File: src/rtl/txr_pkg.sv
// Package: descriptor field positions and state encoding shared by the
// transmit ring fetcher. Assumes a 32-bit word memory and 16-byte slots.
package txr_pkg;
    localparam int OWN_BIT       = 31;
    localparam int EOR_BIT       = 31;
    localparam int FIRST_BIT     = 30;
    localparam int LAST_BIT      = 29;
    localparam int IRQ_DONE_BIT  = 28;
    localparam int IRQ_FETCH_BIT = 27;
    localparam int LEN_W         = 11;
    localparam int SLOT_SHIFT    = 4;

    typedef enum logic [2:0] {
        S_IDLE, S_OWN, S_CTL, S_BUF, S_FETCH, S_STREAM, S_RELEASE
    } txr_state_e;

    typedef struct packed {
        logic eor;
        logic irq_done;
        logic irq_fetch;
    } txr_ctl_t;
endpackage

File: src/rtl/txr_ring_ptr.sv
// Ring slot pointer: holds the current slot index and forms the slot's
// byte address from the ring base. Assumes DEPTH is a power of two >= 2.
module txr_ring_ptr #(
    parameter int DEPTH = 64
) (
    input  logic        clk,
    input  logic        rst_n,
    input  logic [31:0] ring_base_i,
    input  logic        advance_i,
    input  logic        wrap_i,
    output logic [31:0] desc_addr_o
);
    import txr_pkg::*;
    localparam int IDX_W = $clog2(DEPTH);
    localparam logic [IDX_W-1:0] LAST_IDX = IDX_W'(DEPTH - 1);

    logic [IDX_W-1:0] idx_q;

    // Slot index: step on release, return to 0 on end-of-ring or last slot.
    always_ff @(posedge clk) begin
        if (!rst_n)
            idx_q <= '0;
        else if (advance_i)
            idx_q <= (wrap_i || idx_q == LAST_IDX) ? '0 : idx_q + 1'b1;
    end

    assign desc_addr_o = ring_base_i + (32'(idx_q) << SLOT_SHIFT);

    AST_WRAP_TO_BASE: assert property (@(posedge clk) disable iff (!rst_n)
        advance_i && wrap_i |=> !$stable(ring_base_i) || desc_addr_o == ring_base_i)
        else $error("wrap did not return to ring base");
endmodule

File: src/rtl/txr_byte_lane.sv
// Byte lane: holds one fetched memory word and presents its bytes in
// little-endian order on a valid/ready stream with first/last markers.
// Assumes buffers start on a word boundary.
module txr_byte_lane #(
    parameter int LEN_W = 11
) (
    input  logic             clk,
    input  logic             rst_n,
    input  logic             start_i,
    input  logic [LEN_W-1:0] len_i,
    input  logic             first_i,
    input  logic             last_i,
    input  logic             load_i,
    input  logic [31:0]      word_i,
    input  logic             active_i,
    input  logic             ready_i,
    output logic             tx_valid_o,
    output logic [7:0]       tx_data_o,
    output logic             tx_first_o,
    output logic             tx_last_o,
    output logic             fire_o,
    output logic             word_end_o,
    output logic [LEN_W-1:0] rem_o
);
    logic [31:0]      word_q;
    logic [1:0]       lane_q;
    logic [LEN_W-1:0] rem_q;
    logic             first_q;
    logic             last_q;
    logic [31:0]      shifted;

    // Word holder: capture each buffer word as it returns from memory.
    always_ff @(posedge clk) begin
        if (!rst_n)      word_q <= '0;
        else if (load_i) word_q <= word_i;
    end

    // Byte position, remaining count and marker flags per descriptor.
    always_ff @(posedge clk) begin
        if (!rst_n) begin
            lane_q  <= '0;
            rem_q   <= '0;
            first_q <= 1'b0;
            last_q  <= 1'b0;
        end else if (start_i) begin
            lane_q  <= '0;
            rem_q   <= len_i;
            first_q <= first_i;
            last_q  <= last_i;
        end else if (fire_o) begin
            lane_q  <= lane_q + 1'b1;
            rem_q   <= rem_q - 1'b1;
            first_q <= 1'b0;
        end
    end

    assign shifted    = word_q >> {lane_q, 3'b000};
    assign tx_valid_o = active_i;
    assign tx_data_o  = shifted[7:0];
    assign tx_first_o = active_i && first_q;
    assign tx_last_o  = active_i && last_q && rem_q == LEN_W'(1);
    assign fire_o     = active_i && ready_i;
    assign word_end_o = lane_q == 2'd3;
    assign rem_o      = rem_q;

    AST_STALL_HOLDS: assert property (@(posedge clk) disable iff (!rst_n)
        tx_valid_o && !ready_i |=> tx_valid_o && $stable(tx_data_o)
                                   && $stable(tx_first_o) && $stable(tx_last_o))
        else $error("stream changed while stalled");
endmodule

File: src/rtl/tx_desc_fetch.sv
// Transmit descriptor ring fetcher: on a poll demand, scans owned slots,
// reads each buffer word by word, streams its bytes and releases the slot
// by zeroing word 0. Assumes the memory port holds read data valid in the
// ack cycle, and the ring base only changes while the engine is idle.
module tx_desc_fetch #(
    parameter int RING_DEPTH = 64,
    parameter int MAX_BYTES  = 1600
) (
    input  logic        clk,
    input  logic        rst_n,
    input  logic [31:0] ring_base_i,
    input  logic        kick_i,
    output logic        mem_req_o,
    output logic        mem_we_o,
    output logic [31:0] mem_addr_o,
    output logic [31:0] mem_wdata_o,
    input  logic        mem_ack_i,
    input  logic [31:0] mem_rdata_i,
    output logic        tx_valid_o,
    output logic [7:0]  tx_data_o,
    output logic        tx_first_o,
    output logic        tx_last_o,
    input  logic        tx_ready_i,
    output logic        done_irq_o,
    output logic        fetch_irq_o
);
    import txr_pkg::*;
    localparam logic [LEN_W-1:0] MAX_LEN = LEN_W'(MAX_BYTES);

    txr_state_e       state;
    txr_ctl_t         ctl;
    logic             kick_pend;
    logic [31:0]      buf_ptr;
    logic [31:0]      desc_addr;
    logic             advance;
    logic             lane_start, lane_load, lane_active, lane_fire, lane_word_end;
    logic [LEN_W-1:0] lane_rem, len_raw, len_cut;
    logic             owned;
    logic             done_q, fetch_q;

    assign len_raw     = mem_rdata_i[LEN_W-1:0];
    assign len_cut     = (len_raw > MAX_LEN) ? MAX_LEN : len_raw;
    assign owned       = mem_rdata_i[OWN_BIT];
    assign advance     = state == S_RELEASE && mem_ack_i;
    assign lane_start  = state == S_CTL && mem_ack_i;
    assign lane_load   = state == S_FETCH && mem_ack_i;
    assign lane_active = state == S_STREAM;

    // Memory port: one access per memory state, address picked by state.
    always_comb begin
        mem_req_o   = state inside {S_OWN, S_CTL, S_BUF, S_FETCH, S_RELEASE};
        mem_we_o    = state == S_RELEASE;
        mem_wdata_o = '0;
        case (state)
            S_OWN, S_RELEASE: mem_addr_o = desc_addr;
            S_CTL:            mem_addr_o = desc_addr + 32'd4;
            S_BUF:            mem_addr_o = desc_addr + 32'd8;
            S_FETCH:          mem_addr_o = buf_ptr;
            default:          mem_addr_o = '0;
        endcase
    end

    txr_ring_ptr #(.DEPTH(RING_DEPTH)) u_ptr (
        .clk(clk), .rst_n(rst_n), .ring_base_i(ring_base_i),
        .advance_i(advance), .wrap_i(ctl.eor), .desc_addr_o(desc_addr)
    );

    txr_byte_lane #(.LEN_W(LEN_W)) u_lane (
        .clk(clk), .rst_n(rst_n),
        .start_i(lane_start), .len_i(len_cut),
        .first_i(mem_rdata_i[FIRST_BIT]), .last_i(mem_rdata_i[LAST_BIT]),
        .load_i(lane_load), .word_i(mem_rdata_i),
        .active_i(lane_active), .ready_i(tx_ready_i),
        .tx_valid_o(tx_valid_o), .tx_data_o(tx_data_o),
        .tx_first_o(tx_first_o), .tx_last_o(tx_last_o),
        .fire_o(lane_fire), .word_end_o(lane_word_end), .rem_o(lane_rem)
    );

    // Sequencer: ownership, control, address, data words, release.
    always_ff @(posedge clk) begin
        if (!rst_n)
            state <= S_IDLE;
        else begin
            case (state)
                S_IDLE:    if (kick_i) state <= S_OWN;
                S_OWN:     if (mem_ack_i)
                               state <= owned ? S_CTL
                                      : ((kick_pend || kick_i) ? S_OWN : S_IDLE);
                S_CTL:     if (mem_ack_i) state <= S_BUF;
                S_BUF:     if (mem_ack_i)
                               state <= (lane_rem == '0) ? S_RELEASE : S_FETCH;
                S_FETCH:   if (mem_ack_i) state <= S_STREAM;
                S_STREAM:  if (lane_fire) begin
                               if (lane_rem == LEN_W'(1)) state <= S_RELEASE;
                               else if (lane_word_end)    state <= S_FETCH;
                           end
                S_RELEASE: if (mem_ack_i) state <= S_OWN;
                default:   state <= S_IDLE;
            endcase
        end
    end

    // Remembered poll demand: set while busy, consumed at an ownership check.
    always_ff @(posedge clk) begin
        if (!rst_n)                         kick_pend <= 1'b0;
        else if (state == S_OWN && mem_ack_i) kick_pend <= 1'b0;
        else if (kick_i && state != S_IDLE) kick_pend <= 1'b1;
    end

    // Descriptor control fields and the running buffer word address.
    always_ff @(posedge clk) begin
        if (!rst_n) begin
            ctl     <= '0;
            buf_ptr <= '0;
        end else begin
            if (lane_start)
                ctl <= '{eor:       mem_rdata_i[EOR_BIT],
                         irq_done:  mem_rdata_i[IRQ_DONE_BIT],
                         irq_fetch: mem_rdata_i[IRQ_FETCH_BIT]};
            if (state == S_BUF && mem_ack_i)
                buf_ptr <= {mem_rdata_i[31:2], 2'b00};
            else if (lane_load)
                buf_ptr <= buf_ptr + 32'd4;
        end
    end

    // Interrupt pulses: release done, and final buffer word read.
    always_ff @(posedge clk) begin
        if (!rst_n) begin
            done_q  <= 1'b0;
            fetch_q <= 1'b0;
        end else begin
            done_q  <= advance && ctl.irq_done;
            fetch_q <= lane_load && ctl.irq_fetch && lane_rem <= LEN_W'(4);
        end
    end

    assign done_irq_o  = done_q;
    assign fetch_irq_o = fetch_q;

    AST_REQ_HELD: assert property (@(posedge clk) disable iff (!rst_n)
        mem_req_o && !mem_ack_i |=> mem_req_o && $stable(mem_addr_o) && $stable(mem_we_o))
        else $error("memory request dropped or changed before ack");
    AST_DONE_PULSE: assert property (@(posedge clk) disable iff (!rst_n)
        done_irq_o |=> !done_irq_o)
        else $error("done interrupt longer than one cycle");
    AST_LAST_RELEASES: assert property (@(posedge clk) disable iff (!rst_n)
        tx_valid_o && tx_ready_i && tx_last_o |=> mem_req_o && mem_we_o && !tx_valid_o)
        else $error("no release write after final byte");
endmodule

File: config.mk
export PLATFORM = sky130hd
export DESIGN_NAME = tx_desc_fetch
export DESIGN_NICKNAME = d
export VERILOG_FILES = /design/src/rtl/txr_pkg.sv /design/src/rtl/txr_ring_ptr.sv /design/src/rtl/txr_byte_lane.sv /design/src/rtl/tx_desc_fetch.sv
export SDC_FILE = /design/constraint.sdc
export NUM_CORES = 1
export LEC_CHECK = 0
export BUFFER_PORTS_ARGS = -buffer_cell sky130_fd_sc_hd__buf_2
export CAP_MARGIN = 20
export CELL_PAD_IN_SITES_DETAIL_PLACEMENT = 1
export CELL_PAD_IN_SITES_GLOBAL_PLACEMENT = 2
export CORE_MARGIN = 2
export CORE_UTILIZATION = 34
export DETAILED_ROUTE_END_ITERATION = 8
export GPL_TIMING_DRIVEN = 0
export PLACE_DENSITY = 0.85
export SLEW_MARGIN = 10
export SYNTH_ARGS = -nofsm -noshare
export SYNTH_HDL_FRONTEND = slang
export SYNTH_SLANG_ARGS = --single-unit
File: constraint.sdc
create_clock -name clk -period 6.56 [get_ports clk]
set_input_delay 0.328 -clock clk [delete_from_list [all_inputs] [get_ports clk]]
set_output_delay 0.328 -clock clk [all_outputs]
set_load 0.1 [all_outputs]
==> results.toml <==
[clock_tree]
clock_path_buffers = 2
cts-hold-fix-buffers = 0
cts_sinks = 92
cts_root_buf = "clkbuf_16"
tritoncts = "done"
cts_setup_buffers = 0
cts_buffers = 9
clock_latency_ns = 0.36
path_clk_slew_ns = 0.07
cts-resized-gates = 0
h-tree-depth = 3

[timing]
finalCritPeriodShare = 0.753
worstMarginPinSlew_ns = 0.950
max_freq_mhz = 202
finalSetupViolations = 0
slew_headroom = 0.367
setup_tns_ns = 0
post-route-min-period_ns = 4.94
grt_setup_unrepaired = "no"
hold_viol = 0
drv_slew = 0
fin_worst_skew_ns = 0.0130

[worst_setup_path]
path_buf_inv = 2
slowest_delay_ns = 0.62
cp-start-kind = "flop"
crit_top_cell = "nand3_1"
timing.rr.start = "state[1]$_SDFFE_PN0P_"
worstSetupEndpointType = "output port"
crit_path_top_delay_cell = "nor4_2"
arrival_ns = 4.61
cp-startpoint = "u_ptr.idx_q[0]$_SDFFE_PN0P_"
crit_chain = "ha_1 -> fa_1 -> a21o_1 -> a221oi_2 -> buf_4 -> nor2_2 -> xor2_1 -> nand3_1 -> nor4_2 -> nand3_1 -> xnor2_1 -> o221ai_1 -> buf_2"
critPathRequiredTime_ns = 6.23
critical_path_peak_fanout = 10
cp_top_family = "simple AND/OR/NAND/NOR gates"
critPathKind = "flop to output port"

[route]
wl_per_cell_um = 19.9
viasPerCell = 5.70
num_vias = 8104
drc = 0
first_pass_iters = 6
drtIter0Drc = 497
antenna_left = 0
drt_wl_total_um = 28300

[floorplan]
num_rows = 53
fp.dieH_um = 149
core_sq_mm = 0.0209
dieArea_sq_mm = 0.0223
die_x_um = 149
ios = 148
initial_core_util = 0.344

[status]
status = "completed"

[global_routing]
grt_pass1_vias = 7736
grt_start_max_net_pins = 17
grt_overflow = 0
track_usage = 0.252
grt_pass1_wl_um = 43600
antenna_found_initial = 0

[synth]
synth-async-reset-ratio = 0
syn_area_per_cell_sq_um = 7.27
synth_cell_type_count = 80
yosysSeqAreaShare = 0.256
yosysMostFrequentCell = "nand2_1"
yosys-top-cells-area = "dfxtp_1 (26%), nand2_1 (8.0%), a21oi_1 (6.5%)"
syn_area_sq_mm = 0.00719
yosysWarnings = 0
yosys.area.top_type = "dfxtp_1"
ys.flop_type = "dfxtp_1"
ys_ff_latch = 92
synth-edff-count = 0
synth_top_area_share = 0.256
ys_top_cells_by_count = "nand2_1 (154), nor2_1 (104), a21oi_1 (93), dfxtp_1 (92), o21ai_0 (43)"
synth_cells = 989

[placed_design]
place_congestion = 0.924
dp_cells = 1406
portBuffers = 111
hpwl_um = 22100

[hold_path]
hold_start = "mem_rdata_i[25]"
min_path_type = "input port to flop"

[layout]
fin_nets = 1226
syn2layout_area_growth_pct = 18.3
n_antenna_cell = 0
drive_gt1_frac = 0.166
final_cells = 1422
fillers = 2739

[pwr]
peakVddDrop_mv = 0.263
power_density_mw_per_mm2 = 248
power_leakage_nw = 3.22

[run]
maxCapViolations = 0
cells by family after synthesis:
logic type / after synthesis / share of synthesized area
AOI/OAI and AO/OA: 264 / 0.238
xor gates and xnor gates: 69 / 0.0841
adders and majority gates: 15 / 0.0272
buffers and inverters: 100 / 0.0717
DFF: 92 / 0.256
muxes: 15 / 0.0348
other: 1 / 0.000522
and+or+nand+nor: 433 / 0.288
per-stage QoR:
step	hold slack, ns	cell area [sq um]	worst slack (ns)	util	power, mW
floorplan	0.432	7300	1.12	-	1.36
global placement	0.441	8200	1.97	0.393	1.56
detailed placement	0.448	8200	1.99	0.393	1.56
CTS	0.224	8510	1.67	0.407	2.11
global route	0.226	8510	1.40	0.407	2.18
finish	0.226	8510	1.62	0.407	2.11
cells in the final DEF (no fill, tap or decap), types with 10 or more instances in the layout:
cell type,n
buf_4,34
xor2_1,34
o21ai_0,43
nor2b_1,10
nor3_1,22
nand4_1,17
and2_1,10
ha_1,14
and3_1,24
inv_1,10
a31oi_1,11
a211oi_1,14
nor2_1,104
a21oi_1,93
clkbuf_1,43
dfxtp_1,92
conb_1,32
xnor2_1,35
a22oi_1,12
buf_2,115
nand2_1,154
nand3_1,38
final timing paths:
check                                                 endpoint  slack [ns]  depth (start not counted)
worst max-delay path                            mem_addr_o[27]        1.62                         13
worst max register to register  u_lane.word_q[19]$_SDFFE_PN0P_        3.33                         10
worst min register to register  u_lane.word_q[16]$_SDFFE_PN0P_        0.46                          2
worst min-delay path            u_lane.word_q[25]$_SDFFE_PN0P_        0.23                          3
sequential cells by signal, summed over array words and instances, names as in the netlist:
name and count:
done_irq_o 1, u_lane.lane_q 2, u_lane.word_q 32, u_lane.rem_o 11
fetch_irq_o 1, kick_pend 1, u_lane.first_q 1, u_ptr.idx_q 6
buf_ptr 30, ctl 3, u_lane.last_q 1, state 3
power breakdown:
part,internal (mW),leakage (nW),switching (mW)
clock network,0.299,0.143,0.247
registers,0.579,0.742,0.0220
logic,0.177,2.33,0.781
layer usage:
metal  part of all wire  vias to the layer above  track usage  wire [um]
met5                  0                        -            0          0
met4              0.020                        0       0.0743        570
met3              0.046                       43       0.0284       1290
met2               0.46                      240        0.406      13000
met1               0.47                     3973        0.354      13400
li1                   -                     3848            -          -
layout make-up:
| class | count | area, sq um | area share |
|---|---|---|---|
| plain buffers | 88 | 470 | 0.0553 |
| clock buffers | 10 | 229 | 0.0269 |
| clock inverters | 6 | 72.6 | 0.00853 |
| inverters | 12 | 45.0 | 0.00530 |
| multi-input cells | 828 | 4950 | 0.582 |
| flip-flops and latches | 92 | 1840 | 0.217 |
| well taps | 275 | 344 | 0.0405 |
| repair buffers | 111 | 556 | 0.0653 |
worst min-delay path: stages:
cell and delay [ns]:
buf_2 0.11, nand2_1 0.05, a21oi_1 0.05
Note: power is estimated with default switching activity, not from simulation.
